## src/rtl/rev_pkg.sv

```systemverilog
`timescale 1ns/1ps
package rev_pkg;
  typedef enum logic [1:0] {
    ST_IDLE  = 2'd0,
    ST_ARMED = 2'd1,
    ST_ACC   = 2'd2,
    ST_DONE  = 2'd3
  } rev_state_e;
endpackage

```

## src/rtl/rev_edge_sync.sv

```systemverilog
`timescale 1ns/1ps
module rev_edge_sync #(
  parameter int STAGES = 2
) (
  input  logic clk,
  input  logic rst_n,
  input  logic raw,
  output logic rise
);
  logic [STAGES:0] sh;

  always_ff @(posedge clk or negedge rst_n) begin
    if (!rst_n) sh <= '0;
    else        sh <= {sh[STAGES-1:0], raw};
  end

  assign rise = sh[STAGES-1] & ~sh[STAGES];
endmodule

```

## src/rtl/rev_window_ctl.sv

```systemverilog
`timescale 1ns/1ps
module rev_window_ctl
  import rev_pkg::*;
#(
  parameter int MAX_STEPS = 1024,
  parameter int CNT_W     = $clog2(MAX_STEPS + 1)
) (
  input  logic             clk,
  input  logic             rst_n,
  input  logic             arm_req,
  input  logic             zero_rise,
  input  logic             step_rise,
  input  logic             host_rd,
  output logic             acc_clr,
  output logic             acc_add,
  output logic             latch,
  output logic             data_good,
  output logic [CNT_W-1:0] run_cnt
);
  localparam logic [CNT_W-1:0] CNT_LIMIT = CNT_W'(MAX_STEPS);

  rev_state_e state;

  assign acc_clr = (state == ST_ARMED) && zero_rise;
  assign latch   = (state == ST_ACC) && zero_rise;
  assign acc_add = (state == ST_ACC) && step_rise && !zero_rise
                   && (run_cnt < CNT_LIMIT);

  always_ff @(posedge clk or negedge rst_n) begin
    if (!rst_n) begin
      state     <= ST_IDLE;
      data_good <= 1'b0;
      run_cnt   <= '0;
    end else begin
      if (acc_clr)      run_cnt <= '0;
      else if (acc_add) run_cnt <= run_cnt + 1'b1;
      unique case (state)
        ST_IDLE:  if (arm_req) state <= ST_ARMED;
        ST_ARMED: if (zero_rise) state <= ST_ACC;
        ST_ACC: if (zero_rise) begin
          state     <= ST_DONE;
          data_good <= 1'b1;
        end
        ST_DONE: if (host_rd) begin
          state     <= ST_ARMED;
          data_good <= 1'b0;
        end
        default: state <= ST_IDLE;
      endcase
    end
  end
endmodule

```

## src/rtl/rev_acc_lane.sv

```systemverilog
`timescale 1ns/1ps
module rev_acc_lane #(
  parameter int IN_W  = 24,
  parameter int ACC_W = 34
) (
  input  logic                    clk,
  input  logic                    rst_n,
  input  logic                    clr,
  input  logic                    add,
  input  logic signed [IN_W-1:0]  sample,
  output logic signed [ACC_W-1:0] acc
);
  localparam int EXT_W = ACC_W - IN_W;

  logic signed [ACC_W-1:0] sample_ext;
  assign sample_ext = {{EXT_W{sample[IN_W-1]}}, sample};

  always_ff @(posedge clk or negedge rst_n) begin
    if (!rst_n)   acc <= '0;
    else if (clr) acc <= '0;
    else if (add) acc <= acc + sample_ext;
  end
endmodule

```

## src/rtl/rev_integrator.sv

```systemverilog
`timescale 1ns/1ps
module rev_integrator #(
  parameter int SAMPLE_W  = 24,
  parameter int MAX_STEPS = 1024,
  parameter int SYNC_LEN  = 2,
  localparam int ACC_W    = SAMPLE_W + $clog2(MAX_STEPS),
  localparam int CNT_W    = $clog2(MAX_STEPS + 1)
) (
  input  logic                clk,
  input  logic                rst_n,
  input  logic                arm_req,
  input  logic                enc_zero,
  input  logic                enc_step,
  input  logic [SAMPLE_W-1:0] smp_i,
  input  logic [SAMPLE_W-1:0] smp_q,
  input  logic                host_rd,
  output logic                data_good,
  output logic [ACC_W-1:0]    sum_i,
  output logic [ACC_W-1:0]    sum_q,
  output logic [CNT_W-1:0]    sum_cnt
);
  localparam int N_PINS  = 2;
  localparam int N_LANES = 2;

  logic [N_PINS-1:0] pin_raw, pin_rise;
  logic zero_rise, step_rise;
  logic acc_clr, acc_add, latch;
  logic [CNT_W-1:0] run_cnt;
  logic [N_LANES-1:0][SAMPLE_W-1:0] lane_in;
  logic [N_LANES-1:0][ACC_W-1:0]    lane_acc;

  assign pin_raw   = {enc_step, enc_zero};
  assign zero_rise = pin_rise[0];
  assign step_rise = pin_rise[1];
  assign lane_in   = {smp_q, smp_i};

  for (genvar p = 0; p < N_PINS; p++) begin : g_sync
    rev_edge_sync #(.STAGES(SYNC_LEN)) u_sync (
      .clk  (clk),
      .rst_n(rst_n),
      .raw  (pin_raw[p]),
      .rise (pin_rise[p])
    );
  end

  rev_window_ctl #(.MAX_STEPS(MAX_STEPS), .CNT_W(CNT_W)) u_ctl (
    .clk      (clk),
    .rst_n    (rst_n),
    .arm_req  (arm_req),
    .zero_rise(zero_rise),
    .step_rise(step_rise),
    .host_rd  (host_rd),
    .acc_clr  (acc_clr),
    .acc_add  (acc_add),
    .latch    (latch),
    .data_good(data_good),
    .run_cnt  (run_cnt)
  );

  for (genvar l = 0; l < N_LANES; l++) begin : g_lane
    rev_acc_lane #(.IN_W(SAMPLE_W), .ACC_W(ACC_W)) u_lane (
      .clk   (clk),
      .rst_n (rst_n),
      .clr   (acc_clr),
      .add   (acc_add),
      .sample(lane_in[l]),
      .acc   (lane_acc[l])
    );
  end

  always_ff @(posedge clk or negedge rst_n) begin
    if (!rst_n) begin
      sum_i   <= '0;
      sum_q   <= '0;
      sum_cnt <= '0;
    end else if (latch) begin
      sum_i   <= lane_acc[0];
      sum_q   <= lane_acc[1];
      sum_cnt <= run_cnt;
    end
  end
endmodule

```

## config.mk

```make
export PLATFORM = sky130hd
export DESIGN_NAME = rev_integrator
export DESIGN_NICKNAME = d
export VERILOG_FILES = /design/src/rtl/rev_pkg.sv /design/src/rtl/rev_edge_sync.sv /design/src/rtl/rev_window_ctl.sv /design/src/rtl/rev_acc_lane.sv /design/src/rtl/rev_integrator.sv
export SDC_FILE = /design/constraint.sdc
export NUM_CORES = 1
export LEC_CHECK = 0
export ABC_AREA = 1
export BUFFER_PORTS_ARGS = -buffer_cell sky130_fd_sc_hd__buf_2
export CAP_MARGIN = 30
export CORE_ASPECT_RATIO = 1.25
export CORE_MARGIN = 2
export CORE_UTILIZATION = 38
export CTS_CLUSTER_DIAMETER = 60
export DETAILED_ROUTE_END_ITERATION = 16
export PLACE_DENSITY = 0.57
export SYNTH_ARGS = -nofsm -noshare
export SYNTH_HDL_FRONTEND = slang
export SYNTH_SLANG_ARGS = --single-unit
```

## constraint.sdc

```tcl
create_clock -name clk -period 5.9 [get_ports clk]
set_clock_uncertainty 0.2 [all_clocks]
set_input_delay 1.18 -clock clk [delete_from_list [all_inputs] [get_ports clk]]
set_output_delay 1.18 -clock clk [all_outputs]
set_load 0.03 [all_outputs]
```

==> key figures, run 1 <==
Status
  – Status: finished clean

Global route
  – Total grt overflow: 0
  – First-pass GRT wire length: a little over 50 mm
  – Number of global-route vias before repair: about 10000
  – Pin count of the biggest net entering global routing: 168
  – Antenna violations before repair: 1
  – Total track usage: 21.8%

Die
  – Row Count: 69
  – Die height: ~190 µm
  – Die X: 155 µm
  – Core footprint: about 0.028 mm²
  – IO Pins: 134
  – Die ar.: 0.0298 mm²
  – Starting Density: 38.2%

Final layout
  – Diode count: 0
  – Fraction of layout cells with a size suffix above 1: 13.4%
  – Layout Nets: about 1800
  – Synth-to-layout area growth: 15.1%
  – Cell area after layout: ~0.012 mm²

Clock network
  – H-tree depth: 4
  – CTS buffer count: 17
  – Root Driver: clkbuf_16
  – CTS resizes: 0
  – CTS Sinks: 167
  – Max Buffers Root-to-Sink: 2
  – CTS clk-pin slew, worst paths: 70 ps
  – Hold Buf Count CTS: 0
  – Clock latency on the worst-skew pair: between 400 and 500 ps
  – CTS tree: done
  – Post-CTS Setup Repair Bufs: 0

Detailed routing
  – Total routed wirelength: 31.5 mm
  – DR WL met3: between 1 and 1.5 mm
  – Via density: roughly 5
  – Metal-1 WL: 13.2 mm
  – Met2 wire length: about 16 mm
  – Via Count: 10100
  – Initial drt markers: a little under 600
  – ANT nets after route: 0
  – Drt drc: 0
  – Drt first pass iters: 5
  – Routed wire per std cell: 15.7 µm
  – Max layer used: met5

Flow run
  – Maxcap violations: 0

STA
  – Minimum clock period after layout: roughly 3200 ps
  – Rel. slew slack: between 30% and 40%
  – Hold Violations, Final: 0
  – Period utilisation layout: a little over half
  – Fin Setup TNS: 0 ps
  – Worst-Margin Slew: 941 ps
  – Max-slew violations: 0
  – Max Fclk: roughly 0.31 GHz
  – RSZ-0062 raised after global routing: no
  – Setup violations, final: 0

Logic synthesis
  – Flops & latches, synth: 167
  – Top-count cell post-synth: nand2_1
  – Top cell type's share of synthesized area: between 30% and 40%
  – Synth top area cells: dfrtp_1 (39%), nand2_1 (16%), ha_1 (8.3%)
  – Syn Area/Cell: 7.17 µm²
  – Synth Cell Area: approximately 0.011 mm²
  – Post-synth EDFFs: 0
  – Primary FF master, synth: dfrtp_1
  – Post-synthesis cell count: approximately 1500
  – Async set-or-reset flop fraction in the synthesized netlist: 100%
  – Top cells by count, synth: nand2_1 (461), inv_1 (217), dfrtp_1 (167), o21ai_0 (142), nor2_1 (118)
  – Synth unique cells: 34
  – Area leader, netlist: dfrtp_1
  – Synth Warn #: 0
  – Sequential share of the synthesized area: 38.7%
  – Syn Nets: 1634

Place
  – Port Buf Inserts: 133
  – DP HPWL: around 24 mm
  – Post-DP Area: 0.0119 mm²
  – Gpl congestion: between 0.9 and 1

Worst setup path
  – CP Launch Type: register
  – Worst Path Arrival: 3350 ps
  – Setup crit end kind: register
  – CP required: just over 6000 ps
  – Worst-path fanout max: 35
  – WS Path Type: register to register

Pwr
  – PwrDens: just over 500 mW/mm²
  – Maximum vdd drop: 0.209 mV
  – Cell leakage power: roughly 6.8 nW

Min path
  – Worst hold-check path type: register to register
-- per-stage QoR --
stage / worst slack (ps) / power (mW) / hold slack, ps / instances / utilization, %
floorplan: 3060 / 4.34 / 131 / 1506 / -
global placement: 2550 / 5.30 / 135 / 1971 / 41.9
detailed placement: 2500 / 5.34 / 146 / 1972 / 42.0
CTS: 2670 / 6.46 / 162 / 2004 / 44.0
global route: 2430 / 7.00 / 165 / 2004 / 44.0
finish: 2710 / 6.41 / 159 / 2004 / 44.0
-- worst max-delay path, cell delays in order, from the launching register on --
cell     delay, ps
dfrtp_1        430
inv_1          100
ha_1           290
nand3_2        650
inv_2          640
buf_4          500
nand2_1        110
o21ai_0        170
-- power breakdown --
part           internal, mW  total (mW)  switching (mW)
Sequential             1.59        1.88           0.295
Clock                 0.576        1.08           0.508
Combinational          1.11        3.44            2.33
-- layer usage --
layer	track usage, %	vias to the layer above
met5	0	-
met2	40.4	181
met1	25.1	4687
met4	8.40	2
met3	3.53	61
li1	-	5122
-- sequential cells by signal (all words and copies together) (netlist names) --
| signal | count |
|---|---|
| sum_i | 34 |
| g_sync.u_sync.sh | 6 |
| u_ctl.data_good | 1 |
| g_lane.u_lane.acc | 68 |
| sum_cnt | 11 |
| u_ctl.run_cnt | 11 |
| u_ctl.state | 2 |
| sum_q | 34 |
-- kinds of logic after synthesis --
| group | count (synthesis) | share of synthesized area (%) |
|---|---|---|
| and+or+nand+nor | 710 | 26.7 |
| AOI/OAI and AO/OA | 272 | 13.3 |
| buffers and inverters | 245 | 8.72 |
| DFF | 167 | 38.7 |
| adders and majority gates | 74 | 8.72 |
| muxes | 32 | 3.34 |
| xor gates and xnor gates | 6 | 0.487 |
-- final cells by class --
class,instances,area [µm²]
Fill cell,2907,15800
Multi-Input combinational cell,1094,5680
Sequential cell,167,4180
Inverter,218,818
Timing Repair Buffer,138,742
Clock buffer,20,467
Tap cell,355,444
Clock inverter,12,92.6
-- cell usage in the layout, fill, tap and decap left out, types with 2 or more instances in the layout --
cell type | netlist | layout
nand3_1 | 74 | 74
xor2_1 | 4 | 4
xnor2_1 | 2 | 2
mux2_2 | 32 | 32
nand3b_1 | 6 | 6
buf_4 | 1 | 3
nand2_2 | 10 | 9
inv_6 | 0 | 3
dfrtp_1 | 167 | 167
o22ai_1 | 16 | 16
o21bai_1 | 8 | 8
a21oi_1 | 95 | 95
o21ai_2 | 4 | 4
clkinv_2 | 0 | 2
nand4_1 | 10 | 10
buf_2 | 14 | 132
o21ai_0 | 142 | 142
fa_1 | 2 | 2
o211ai_1 | 2 | 2
nor3_1 | 24 | 24
ha_1 | 72 | 72
clkbuf_8 | 0 | 3
or2_2 | 2 | 2
clkinvlp_4 | 0 | 4
a21boi_0 | 2 | 2
nor2_1 | 118 | 118
nand2_1 | 461 | 461
clkbuf_16 | 0 | 17
inv_1 | 217 | 217
clkinv_4 | 0 | 3
and2_1 | 2 | 2
-- path summary, 6_finish.rpt --
| path | slack [ps] | depth (start not counted) | end | start |
|---|---|---|---|---|
| worst max register to register | 2710 | 7 | g_lane[0].u_lane.acc[18] | u_ctl.state[0] |
| min in group asynchronous | 690 | 2 | sum_i[8] | rst_n |
| worst min-delay path | 160 | 0 | g_sync[0].u_sync.sh[1] | g_sync[0].u_sync.sh[0] |
| worst max-delay path | 2710 | 7 | g_lane[0].u_lane.acc[18] | u_ctl.state[0] |
| worst min register to register | 160 | 0 | g_sync[0].u_sync.sh[1] | g_sync[0].u_sync.sh[0] |
| max in group asynchronous | 4130 | 2 | g_lane[0].u_lane.acc[33] | rst_n |
Power figures use the tool's default switching activity.
==> inputs of run 2 (changes only) <==
clock period = 3.3 ns   (was 5.9 ns; I/O delays follow)
==> run 2 against run 1 <==
Critical path depth increased by 3; sequential power is 80% higher; combinational power increased by 80%; sequential share of layout area decreased by 0.23 points; first-iteration DRC count is 9.2% lower; critical endpoint is now g_lane[1].u_lane.acc[14]; count of clock-buffer cells in the layout rose by 1; via count grew 0.62%; non-clock buffer count increased by 6; fmax up 27%.
==> key figures, run 2 (synthesized netlist as in run 1, its figures left out) <==
Final layout
  – Most frequent cells in the layout: nand2_1 (461), inv_1 (217), dfrtp_1 (167), o21ai_0 (142), buf_2 (132)
  – Fraction of layout cells with a size suffix above 1: a little over an eighth
  – # fillers: ~2900
  – Post-Layout Cell Count: around 2000
  – Multi-input logic area: roughly 0.0057 mm²
  – Layout Nets: approximately 1800
  – Max reg flops: slightly below 70
  – Biggest register: g_lane.u_lane.acc
  – Commonest non-fill, non-tap cell in the layout: nand2_1
  – Largest regs: g_lane.u_lane.acc (68), sum_i (34), sum_q (34)
  – Synth-to-layout area growth: 15.9%
  – Diode count: 0
  – Cell area after layout: ~0.013 mm²
  – Reg area: approximately 0.0042 mm²

STA
  – Hold_ws: 22.9 ps
  – Fin Setup TNS: 0 ps
  – Setup violations, final: 0
  – Hold Violations, Final: 0
  – Minimum clock period after layout: about 2500 ps
  – Fin worst setup slack: between 700 and 800 ps
  – Worst-Margin Slew: about 630 ps
  – RSZ-0062 raised after global routing: no
  – Rel. slew slack: 57.7%
  – Max Fclk: about 0.40 GHz
  – Max-slew violations: 0
  – Period utilisation layout: 76.3%

Detailed routing
  – Max layer used: met5
  – ANT nets after route: 0
  – Initial drt markers: 542
  – Drt first pass iters: 8
  – Drt drc: 0
  – Metal-1 WL: 13.2 mm
  – Routed wire per std cell: between 15 and 20 µm
  – Via Count: 10100
  – Met2 wire length: between 15 and 20 mm
  – DR WL met3: around 1.3 mm
  – Via density: 5.03
  – Total routed wirelength: approximately 32 mm

Clock network
  – CTS tree: done
  – Post-CTS Setup Repair Bufs: 0
  – CTS buffer count: 17
  – Max Buffers Root-to-Sink: 2
  – CTS resizes: 0
  – CTS Sinks: roughly 170
  – Clock latency on the worst-skew pair: 440 ps
  – CTS clk-pin slew, worst paths: ~70 ps
  – Hold Buf Count CTS: 0
  – Root Driver: clkbuf_16
  – H-tree depth: 4

Die
  – IO Pins: between 100 and 150
  – Die X: about 150 µm
  – Die ar.: slightly below 0.03 mm²
  – Row Count: approximately 70
  – Starting Density: between 30% and 40%
  – Die height: about 190 µm
  – Core footprint: 0.0282 mm²

Place
  – Pre-CTS setup slack: 375 ps
  – Port Buf Inserts: around 130
  – DP HPWL: 24.7 mm
  – Gpl congestion: 0.930
  – Dpl cells: a little under 2000
  – Post-DP Area: roughly 0.012 mm²

Worst setup path
  – Setup crit end kind: register
  – Crit path cell chain: ha_1 > fa_1 > nand2_1 > o21ai_2 > nand2_1 > nand2_1 > nand2_1 > nand2_2 > o21ai_0 > o21ai_0
  – R2r startpoint: g_lane[1].u_lane.acc[0]
  – Crit path to: g_lane[1].u_lane.acc[14]
  – Slowest-stage cell, CP: fa_1
  – Crit. path cell count: 10
  – CP required: approximately 3400 ps
  – Crit path max-delay family: adder cells
  – WP buf/inv: 0
  – FF-to-FF path depth: 10
  – Reg-to-Reg End: g_lane[1].u_lane.acc[14]
  – Worst setup path start: g_lane[1].u_lane.acc[0]
  – Slowest stage delay, CP: ~500 ps
  – Worst Path Arrival: approximately 2600 ps
  – CP Launch Type: register
  – CP most frequent cell: nand2_1
  – Flop2flop setup slack: between 700 and 800 ps
  – WS Path Type: register to register
  – Worst-path fanout max: 5

Min path
  – Worst hold-check path type: input port to async pin

Global route
  – Total track usage: 21.9%
  – Number of global-route vias before repair: around 10000
  – Pin count of the biggest net entering global routing: 64
  – Antenna violations before repair: 1
  – First-pass GRT wire length: around 50 mm
  – Total grt overflow: 0

Pwr
  – Maximum vdd drop: 0.384 mV
  – PwrDens: 921 mW/mm²
  – Cell leakage power: about 7 nW

Status
  – Status: finished clean

Flow run
  – Maxcap violations: 0
==> run 2: cell count changes in the layout (fill, tap and decap cells not counted), sizes merged <==
cell	change
clkbuf	+1
inv	+1
buf	+6
clkinvlp	-1
clkinv	-1
==> run 2: cell type report <==
cell class              count  area share (%)
clock buffers              21            3.84
clock inverters            11           0.710
inverters                 218            6.54
multi-input cells        1094            45.4
flip-flops and latches    167            33.4
well taps                 355            3.55
repair buffers            144            6.53
==> run 2: report_power, final <==
group	total (mW)	switching (mW)	internal (mW)	leakage [nW]
clock	1.96	0.899	1.06	0.273
sequential	3.38	0.537	2.84	2.19
combinational	6.19	4.18	2.00	4.35
==> run 2: per-layer routing <==
layer / vias up / global-route usage (%)
met5: - / 0
met4: 2 / 7.94
met3: 55 / 3.19
met2: 253 / 41.3
met1: 4654 / 25.2
li1: 5151 / -
==> run 2: worst min-delay path by stage <==
| stage | cells past startpoint | startpoint | slack, ps | to |
|---|---|---|---|---|
| after detailed placement | 0 | g_sync[1].u_sync.sh[0] | 140 | g_sync[1].u_sync.sh[1] |
| after global routing | 1 | rst_n | 60 | sum_i[11] |
| after CTS | 1 | rst_n | 40 | sum_i[12] |
| after floorplan | 0 | g_sync[0].u_sync.sh[0] | 130 | g_sync[0].u_sync.sh[1] |
| after global placement | 0 | g_sync[1].u_sync.sh[0] | 130 | g_sync[1].u_sync.sh[1] |
| final | 1 | rst_n | 20 | sum_i[12] |
==> run 2: metrics by stage <==
step	util, %	power [mW]
global route	44.3	12.6
global placement	42.3	9.55
detailed placement	42.3	9.62
finish	44.3	11.5
CTS	44.3	11.6
floorplan	-	7.76
